===== src/rtl/prhost_pkg.sv =====
// Shared types for the partial reconfiguration host sequencer.
// Assumes a 32-bit buffer word and at most 4 bytes per stream beat.
package prhost_pkg;

    typedef enum logic [2:0] {
        ST_IDLE,
        ST_FREEZE,
        ST_REQ,
        ST_STREAM,
        ST_WAIT,
        ST_DONE,
        ST_ERROR
    } host_state_t;

    typedef enum logic [1:0] {
        CAUSE_NONE    = 2'd0,
        CAUSE_PINS    = 2'd1,
        CAUSE_STATUS  = 2'd2,
        CAUSE_TIMEOUT = 2'd3
    } err_cause_t;

    localparam int WORD_BYTES = 4;

    // Bytes per beat for a width code; the unused code falls back to one byte.
    function automatic logic [2:0] beat_bytes(input logic [1:0] code);
        case (code)
            2'd1:    beat_bytes = 3'd2;
            2'd2:    beat_bytes = 3'd4;
            default: beat_bytes = 3'd1;
        endcase
    endfunction

endpackage


===== src/rtl/prhost_packer.sv =====
// Byte-lane packer: maps the current byte offset onto a buffer word address
// and selects the beat's bytes from that word, zeroing lanes past the beat
// width or past the image end.
// Assumes the offset is a multiple of the beat width, so a beat never spans
// two buffer words.
module prhost_packer #(
    parameter int LEN_W = 16
) (
    input  logic [2:0]       bytes,
    input  logic [LEN_W-1:0] pos,
    input  logic [LEN_W-1:0] len,
    input  logic [31:0]      word,
    output logic [LEN_W-3:0] addr,
    output logic [31:0]      data
);
    localparam int LANES = prhost_pkg::WORD_BYTES;

    assign addr = pos[LEN_W-1:2];

    // One lane per output byte: rotate the source lane, then mask.
    for (genvar j = 0; j < LANES; j++) begin : g_lane
        logic [1:0] src;
        logic       keep;
        assign src  = pos[1:0] + 2'(j);
        assign keep = (3'(j) < bytes) &&
                      (({1'b0, pos} + (LEN_W+1)'(j)) < {1'b0, len});
        assign data[8*j +: 8] = keep ? word[{src, 3'b000} +: 8] : 8'h00;
    end

endmodule


===== src/rtl/prhost_wdog.sv =====
// Completion watchdog: counts cycles while the host waits and flags when
// the count reaches the limit.
// Assumes the limit stays fixed while run is high.
module prhost_wdog #(
    parameter int WD_W = 12
) (
    input  logic            clk,
    input  logic            rst_n,
    input  logic            run,
    input  logic [WD_W-1:0] limit,
    output logic            expired
);
    logic [WD_W-1:0] cnt;

    // Counter: held at zero outside the wait phase, saturates at the limit.
    always_ff @(posedge clk) begin
        if (!rst_n || !run) begin
            cnt <= '0;
        end else if (cnt != limit) begin
            cnt <= cnt + 1'b1;
        end
    end

    assign expired = run && (cnt == limit);

    a_r11_count_bounded: assert property (@(posedge clk) disable iff (!rst_n)
        run |-> (cnt <= limit));

endmodule


===== src/rtl/prhost_ctrl.sv =====
// Control state machine for the host: pin checks, freeze/request ordering,
// beat counting, status monitoring, completion and the error path.
// Assumes the buffer returns read data in the same cycle and that pr_status
// is meaningful from the request phase onward.
module prhost_ctrl
    import prhost_pkg::*;
#(
    parameter int LEN_W = 16,
    parameter int WD_W  = 12
) (
    input  logic             clk,
    input  logic             rst_n,
    input  logic [1:0]       mode_sel,
    input  logic [LEN_W-1:0] byte_len,
    input  logic [WD_W-1:0]  wd_limit,
    input  logic             start_full,
    input  logic             start_pr,
    input  logic             clear,
    input  logic             conf_done,
    input  logic             st_ready,
    input  logic [1:0]       pr_status,
    input  logic             wd_expired,
    output logic [LEN_W-1:0] pos_o,
    output logic [LEN_W-1:0] len_o,
    output logic [2:0]       bytes_o,
    output logic [WD_W-1:0]  limit_o,
    output logic             wd_run,
    output logic             st_valid,
    output logic             freeze,
    output logic             pr_request,
    output logic             done,
    output logic             error,
    output logic [1:0]       err_cause
);
    host_state_t      state, state_nxt;
    err_cause_t       cause_q, cause_nxt;
    logic             is_pr;
    logic [2:0]       bytes_q;
    logic [LEN_W-1:0] len_q;
    logic [LEN_W-1:0] pos_q;
    logic [WD_W-1:0]  limit_q;
    logic             accept;
    logic             status_bad;
    logic             last_beat;
    logic             finished;
    logic [LEN_W:0]   pos_sum;

    assign accept     = (state == ST_IDLE || state == ST_DONE) && (start_pr || start_full);
    assign status_bad = !pr_status[1];
    assign pos_sum    = {1'b0, pos_q} + (LEN_W+1)'(bytes_q);
    assign last_beat  = pos_sum >= {1'b0, len_q};
    assign finished   = is_pr ? (pr_status == 2'd3) : (conf_done && !st_ready);

    // Next-state and error-cause decision.
    always_comb begin
        state_nxt = state;
        cause_nxt = cause_q;
        case (state)
            ST_IDLE, ST_DONE: begin
                if (start_pr) begin
                    state_nxt = ST_FREEZE;
                    cause_nxt = CAUSE_NONE;
                end else if (start_full) begin
                    cause_nxt = CAUSE_NONE;
                    if (!conf_done && st_ready) begin
                        state_nxt = (byte_len == '0) ? ST_WAIT : ST_STREAM;
                    end else begin
                        state_nxt = ST_ERROR;
                        cause_nxt = CAUSE_PINS;
                    end
                end else if (clear && state == ST_DONE) begin
                    state_nxt = ST_IDLE;
                end
            end
            ST_FREEZE: state_nxt = ST_REQ;
            ST_REQ: begin
                if (st_ready) begin
                    state_nxt = (len_q == '0) ? ST_WAIT : ST_STREAM;
                end
            end
            ST_STREAM: begin
                if (is_pr && status_bad) begin
                    state_nxt = ST_ERROR;
                    cause_nxt = CAUSE_STATUS;
                end else if (st_ready && last_beat) begin
                    state_nxt = ST_WAIT;
                end
            end
            ST_WAIT: begin
                if (finished) begin
                    state_nxt = ST_DONE;
                end else if (is_pr && status_bad) begin
                    state_nxt = ST_ERROR;
                    cause_nxt = CAUSE_STATUS;
                end else if (wd_expired) begin
                    state_nxt = ST_ERROR;
                    cause_nxt = CAUSE_TIMEOUT;
                end
            end
            ST_ERROR: begin
                if (clear) begin
                    state_nxt = ST_IDLE;
                    cause_nxt = CAUSE_NONE;
                end
            end
            default: state_nxt = ST_IDLE;
        endcase
    end

    // State and cause registers.
    always_ff @(posedge clk) begin
        if (!rst_n) begin
            state   <= ST_IDLE;
            cause_q <= CAUSE_NONE;
        end else begin
            state   <= state_nxt;
            cause_q <= cause_nxt;
        end
    end

    // Operation settings captured at an accepted start.
    always_ff @(posedge clk) begin
        if (!rst_n) begin
            is_pr   <= 1'b0;
            bytes_q <= 3'd1;
            len_q   <= '0;
            limit_q <= '0;
        end else if (accept) begin
            is_pr   <= start_pr;
            bytes_q <= beat_bytes(mode_sel);
            len_q   <= byte_len;
            limit_q <= wd_limit;
        end
    end

    // Byte offset of the current beat: cleared at start, advanced per transfer.
    always_ff @(posedge clk) begin
        if (!rst_n || accept) begin
            pos_q <= '0;
        end else if (state == ST_STREAM && st_ready && !(is_pr && status_bad)) begin
            pos_q <= pos_sum[LEN_W-1:0];
        end
    end

    assign pos_o      = pos_q;
    assign len_o      = len_q;
    assign bytes_o    = bytes_q;
    assign limit_o    = limit_q;
    assign wd_run     = (state == ST_WAIT);
    assign st_valid   = (state == ST_STREAM);
    assign freeze     = is_pr && (state inside {ST_FREEZE, ST_REQ, ST_STREAM, ST_WAIT, ST_ERROR});
    assign pr_request = is_pr && (state inside {ST_REQ, ST_STREAM, ST_WAIT});
    assign done       = (state == ST_DONE);
    assign error      = (state == ST_ERROR);
    assign err_cause  = cause_q;

    a_r4_freeze_leads_request: assert property (@(posedge clk) disable iff (!rst_n)
        $rose(pr_request) |-> $past(freeze));

    a_r5_valid_after_ready: assert property (@(posedge clk) disable iff (!rst_n)
        $rose(st_valid) |-> $past(st_ready));

    a_r6_stall_holds_beat: assert property (@(posedge clk) disable iff (!rst_n)
        (st_valid && !st_ready && !(is_pr && status_bad)) |=> (st_valid && $stable(pos_q)));

    a_r10_unfreeze_on_finish: assert property (@(posedge clk) disable iff (!rst_n)
        $fell(freeze) |-> ($past(pr_status) == 2'd3 || $past(clear)));

    a_r12_error_sticky: assert property (@(posedge clk) disable iff (!rst_n)
        (state == ST_ERROR && !clear) |=> (state == ST_ERROR));

endmodule


===== src/rtl/prhost_seq.sv =====
// Top level of the partial reconfiguration host sequencer: joins the control
// state machine, the byte-lane packer and the completion watchdog.
// Assumes a combinational-read word buffer and a target that follows the
// freeze, request, ready and status handshake.
module prhost_seq #(
    parameter int LEN_W = 16,
    parameter int WD_W  = 12
) (
    input  logic             clk,
    input  logic             rst_n,
    input  logic [1:0]       mode_sel,
    input  logic [LEN_W-1:0] byte_len,
    input  logic [WD_W-1:0]  wd_limit,
    input  logic             start_full,
    input  logic             start_pr,
    input  logic             clear,
    input  logic             conf_done,
    input  logic             st_ready,
    input  logic [1:0]       pr_status,
    output logic [LEN_W-3:0] buf_addr,
    input  logic [31:0]      buf_rdata,
    output logic             st_valid,
    output logic [31:0]      st_data,
    output logic             freeze,
    output logic             pr_request,
    output logic             done,
    output logic             error,
    output logic [1:0]       err_cause
);
    logic [LEN_W-1:0] pos;
    logic [LEN_W-1:0] len_q;
    logic [2:0]       bytes_q;
    logic [WD_W-1:0]  limit_q;
    logic             wd_run;
    logic             wd_expired;

    prhost_ctrl #(.LEN_W(LEN_W), .WD_W(WD_W)) u_ctrl (
        .clk        (clk),
        .rst_n      (rst_n),
        .mode_sel   (mode_sel),
        .byte_len   (byte_len),
        .wd_limit   (wd_limit),
        .start_full (start_full),
        .start_pr   (start_pr),
        .clear      (clear),
        .conf_done  (conf_done),
        .st_ready   (st_ready),
        .pr_status  (pr_status),
        .wd_expired (wd_expired),
        .pos_o      (pos),
        .len_o      (len_q),
        .bytes_o    (bytes_q),
        .limit_o    (limit_q),
        .wd_run     (wd_run),
        .st_valid   (st_valid),
        .freeze     (freeze),
        .pr_request (pr_request),
        .done       (done),
        .error      (error),
        .err_cause  (err_cause)
    );

    prhost_packer #(.LEN_W(LEN_W)) u_pack (
        .bytes (bytes_q),
        .pos   (pos),
        .len   (len_q),
        .word  (buf_rdata),
        .addr  (buf_addr),
        .data  (st_data)
    );

    prhost_wdog #(.WD_W(WD_W)) u_wdog (
        .clk     (clk),
        .rst_n   (rst_n),
        .run     (wd_run),
        .limit   (limit_q),
        .expired (wd_expired)
    );

endmodule


===== config.mk =====
export PLATFORM = sky130hd
export DESIGN_NAME = prhost_seq
export DESIGN_NICKNAME = d
export VERILOG_FILES = /design/src/rtl/prhost_pkg.sv /design/src/rtl/prhost_packer.sv /design/src/rtl/prhost_wdog.sv /design/src/rtl/prhost_ctrl.sv /design/src/rtl/prhost_seq.sv
export SDC_FILE = /design/constraint.sdc
export NUM_CORES = 1
export LEC_CHECK = 0
export CAP_MARGIN = 30
export CORE_MARGIN = 2
export CORE_UTILIZATION = 60
export CTS_BUF_LIST = sky130_fd_sc_hd__clkbuf_4
export CTS_CLUSTER_SIZE = 40
export DETAILED_ROUTE_END_ITERATION = 12
export GPL_TIMING_DRIVEN = 0
export HOLD_SLACK_MARGIN = 0.1
export PLACE_DENSITY = 0.89
export REMOVE_ABC_BUFFERS = 1
export SETUP_SLACK_MARGIN = 0.5
export SLEW_MARGIN = 0
export SYNTH_ARGS = -nofsm -noshare
export SYNTH_HDL_FRONTEND = slang
export SYNTH_HIERARCHICAL = 1
export SYNTH_SLANG_ARGS = --single-unit

===== constraint.sdc =====
create_clock -name clk -period 9.3 [get_ports clk]
set_clock_uncertainty 0.2 [all_clocks]
set_input_delay 0.93 -clock clk [delete_from_list [all_inputs] [get_ports clk]]
set_output_delay 0.93 -clock clk [all_outputs]
set_load 0.1 [all_outputs]

==> run_results.csv <==
group,metric,value,unit
critical_path,worstSetupPathType,"reg2out",
synthesis,synthFlopType,"dfxtp_1",
finish,fin_util,71.8,%
synthesis,avgSynthCellArea,8.26,um^2
finish,final_cell_area,0.00851,mm^2
clocking,hold_buffers,0,
finish,drive_above_1_share,8.73,%
global_route,grt_pass1_wl,31700,um
sta,fin_crit,6.43,ns
floorplanning,num_rows,40,
clocking,cts-root-buf,"clkbuf_4",
floorplanning,ioPinCount,124,
sta,drv_slew,0,
critical_path,end_kind,"output port",
global_route,grt_pass1_vias,6602,
clocking,cts_setup_buffers,0,
placement,dpl-instance-area,0.00834,mm^2
finish,seq_area,0.00130,mm^2
floorplanning,dieArea,0.0129,mm^2
global_route,grt_max_degree,35,
route,vias,6805,
global_route,grt.total_usage,30.2,%
clocking,clk_pin_slew,0.12,ns
outcome,status,"finished clean",
critical_path,path_buf_inv,3,
floorplanning,start_util,60.7,%
finish,antennaDiodeCount,0,
placement,gp_congestion,0.945,
critical_path,rr_worst_depth,15,
sta,fin_setup_tns,0,ns
placement,post-place-ws,3.38,ns
job,maxCapViolCount,0,
synthesis,syn_area,0.00720,mm^2
clocking,numCtsBuffers,9,
critical_path,max_stage_delay,1.16,ns
power,power_density,210,mW/mm^2
critical_path,cp_top_family,"buffers and inverters",
route,initialDrtViolationCount,465,
worst_hold_path,hp-start,"u_ctrl/limit_o[4]$_SDFFE_PN0P_",
sta,timing.final.ws_setup,2.87,ns
synthesis,ys_warn_count,6,
worst_hold_path,hp-class,"reg2reg",
clocking,post_cts_resized,0,
route,wl_per_cell,17.2,um
synthesis,synth-seq-cells,65,
critical_path,crit_arrival,5.30,ns
synthesis,yosysTopAreaCellShare,18.1,%
synthesis,synthTopCellsByCount,"nand2_1 (121), ha_1 (86), nor2_1 (78), a21oi_1 (65), dfxtp_1 (65)",
power,power_leakage,0.00334,uW
route,routed_wl,19100,um
floorplanning,fp.dieH,114,um
clocking,clkLatencyLatePin,0.43,ns
finish,fillCellCount,872,
synthesis,ys_seq_area_share,18.1,%
placement,dp.cells,1093,
worst_hold_path,whs_path_depth,2,
route,first_pass_iters,5,
synthesis,ys_top_cells_by_area,"dfxtp_1 (18%), ha_1 (15%), mux4_2 (10%)",
floorplanning,core,0.0119,mm^2
sta,relSlewSlack,33.5,%
critical_path,startpoint_type,"flop",
sta,max_freq,155,MHz
floorplanning,die_w,114,um
sta,worst_pin_slew,0.994,ns
sta,hold_viol_final,0,
placement,dp_hpwl,14700,um
route,drc,0,
synthesis,yosysTopAreaCell,"dfxtp_1",
synthesis,synthArstFlopShare,0,%
critical_path,startpoint,"u_ctrl/pos_o[0]$_SDFFE_PP0P_",
critical_path,critPathMaxFanout,34,
critical_path,critPathRequiredTime,8.17,ns
critical_path,path_cells,"buf_12 -> inv_1 -> ha_1 -> nand3b_1 -> nor3_1 -> xor2_1 -> ha_1 -> a21oi_1 -> nor2b_1 -> nor4b_1 -> o211ai_1 -> nor2b_1 -> clkdlybuf4s50_1",
synthesis,ys_types,76,
sta,rsz0062_at_grt,"false",
clocking,clock_path_buffers,2,
synthesis,synth.most_common_cell,"nand2_1",
placement,portBuffers,123,
critical_path,r2r-start,"u_ctrl/pos_o[0]$_SDFFE_PP0P_",
sta,period_share,69.2,%
route,vias_per_cell,6.14,
synthesis,synth_edf_count,0,
finish,instances_no_fill,1109,
finish,nNetsFinal,1115,
power,peakVddDrop,0.000230,V
route,drtAntennaViolNets,0,
synthesis,synthCells,872,
clocking,htree_levels,3,
clocking,clkSinkCount,65,
finish,flow.area_growth_from_synthesis,18.2,%
finish,multiInputGateArea,0.00532,mm^2
clocking,cts_tree,"built",
global_route,antenna_found_initial,0,
critical_path,cp.depth,13,
critical_path,worst_path_max_delay_cell,"clkdlybuf4s50_1",
sta,setup_viol,0,
global_route,grt_overflow,0,
## worst reg2reg max path, delay by kind of cell, from the launching register on
family / cells / cell delay, ns
buffers and inverters: 1 / 0.06
AOI/OAI and AO/OA: 6 / 0.99
DFF: 1 / 0.55
adders and majority gates: 3 / 0.92
xor gates and xnor gates: 1 / 0.18
and+or+nand+nor: 4 / 1.30
## layer usage
metal	part of all wire (%)	vias up	routed length (um)	track usage, %
li1	-	3276	-	-
met1	44	3233	8370	40.3
met2	48	257	9230	51.1
met3	5.8	39	1100	3.77
met4	2.2	0	421	10.0
met5	0	-	0	0
## path summary, 6_finish.rpt
check,endpoint,slack [ns]
min reg2reg,u_ctrl/limit_o[4]$_SDFFE_PN0P_,0.28
min,u_ctrl/limit_o[4]$_SDFFE_PN0P_,0.28
max reg2reg,u_ctrl/state[0]$_SDFFE_PN0P_,5.02
max,st_data[28],2.87
## cell type report
type / count / area share (%)
Multi-Input combinational cell: 698 / 62.5
Timing Repair Buffer: 130 / 15.7
Sequential cell: 65 / 15.3
Inverter: 53 / 2.34
Tap cell: 147 / 2.16
Clock inverter: 6 / 1.07
Clock buffer: 10 / 0.882
## cell usage in the layout (no fill, tap or decap), types with 6 or more instances in the layout
cell             instances
a211oi_1                 9
a21o_1                   6
a21oi_1                 65
a31oi_1                  6
clkbuf_4                10
clkdlybuf4s50_1        123
dfxtp_1                 64
ha_1                    86
inv_1                   51
mux4_2                  32
nand2_1                121
nand3_1                 25
nand4_1                 22
nor2_1                  78
nor2b_1                 22
nor3_1                  17
nor3b_1                  9
nor4_1                  11
o21ai_0                 14
or3_1                    9
xnor2_1                 51
xor2_1                  34
## report_power, final
group | internal (uW) | leakage (uW) | switching (uW)
sequential | 329 | 0.000530 | 75.7
clock | 113 | 0.0000910 | 113
combinational | 382 | 0.00272 | 774
## per-stage QoR
step | hold slack, ns | total power [uW]
6_report | 0.276 | 1790
5_1_grt | 0.309 | 1900
4_1_cts | 0.280 | 1780
3_5_place_dp | 0.262 | 1550
3_3_place_gp | 0.259 | 1500
2_1_floorplan | 0.250 | 1230
## state kept, by name, summed over array words and instances, names as in the netlist
signal and flops:
u_ctrl/limit_o 12, u_ctrl/bytes_o 3, u_ctrl/is_pr 1, u_ctrl/state 3, u_ctrl/len_o 16, u_ctrl/err_cause 2
u_ctrl/pos_o 16, u_wdog/cnt 12
## cell families after synthesis
logic type,count (synthesis),share of synthesized area (%)
simple gates,351,24.4
compound gates,141,13.5
buf+inv,109,8.15
fa+ha+maj,87,15.2
xor+xnor,85,10.3
flops,65,18.1
mux,34,10.3
Power figures use the tool's default switching activity.
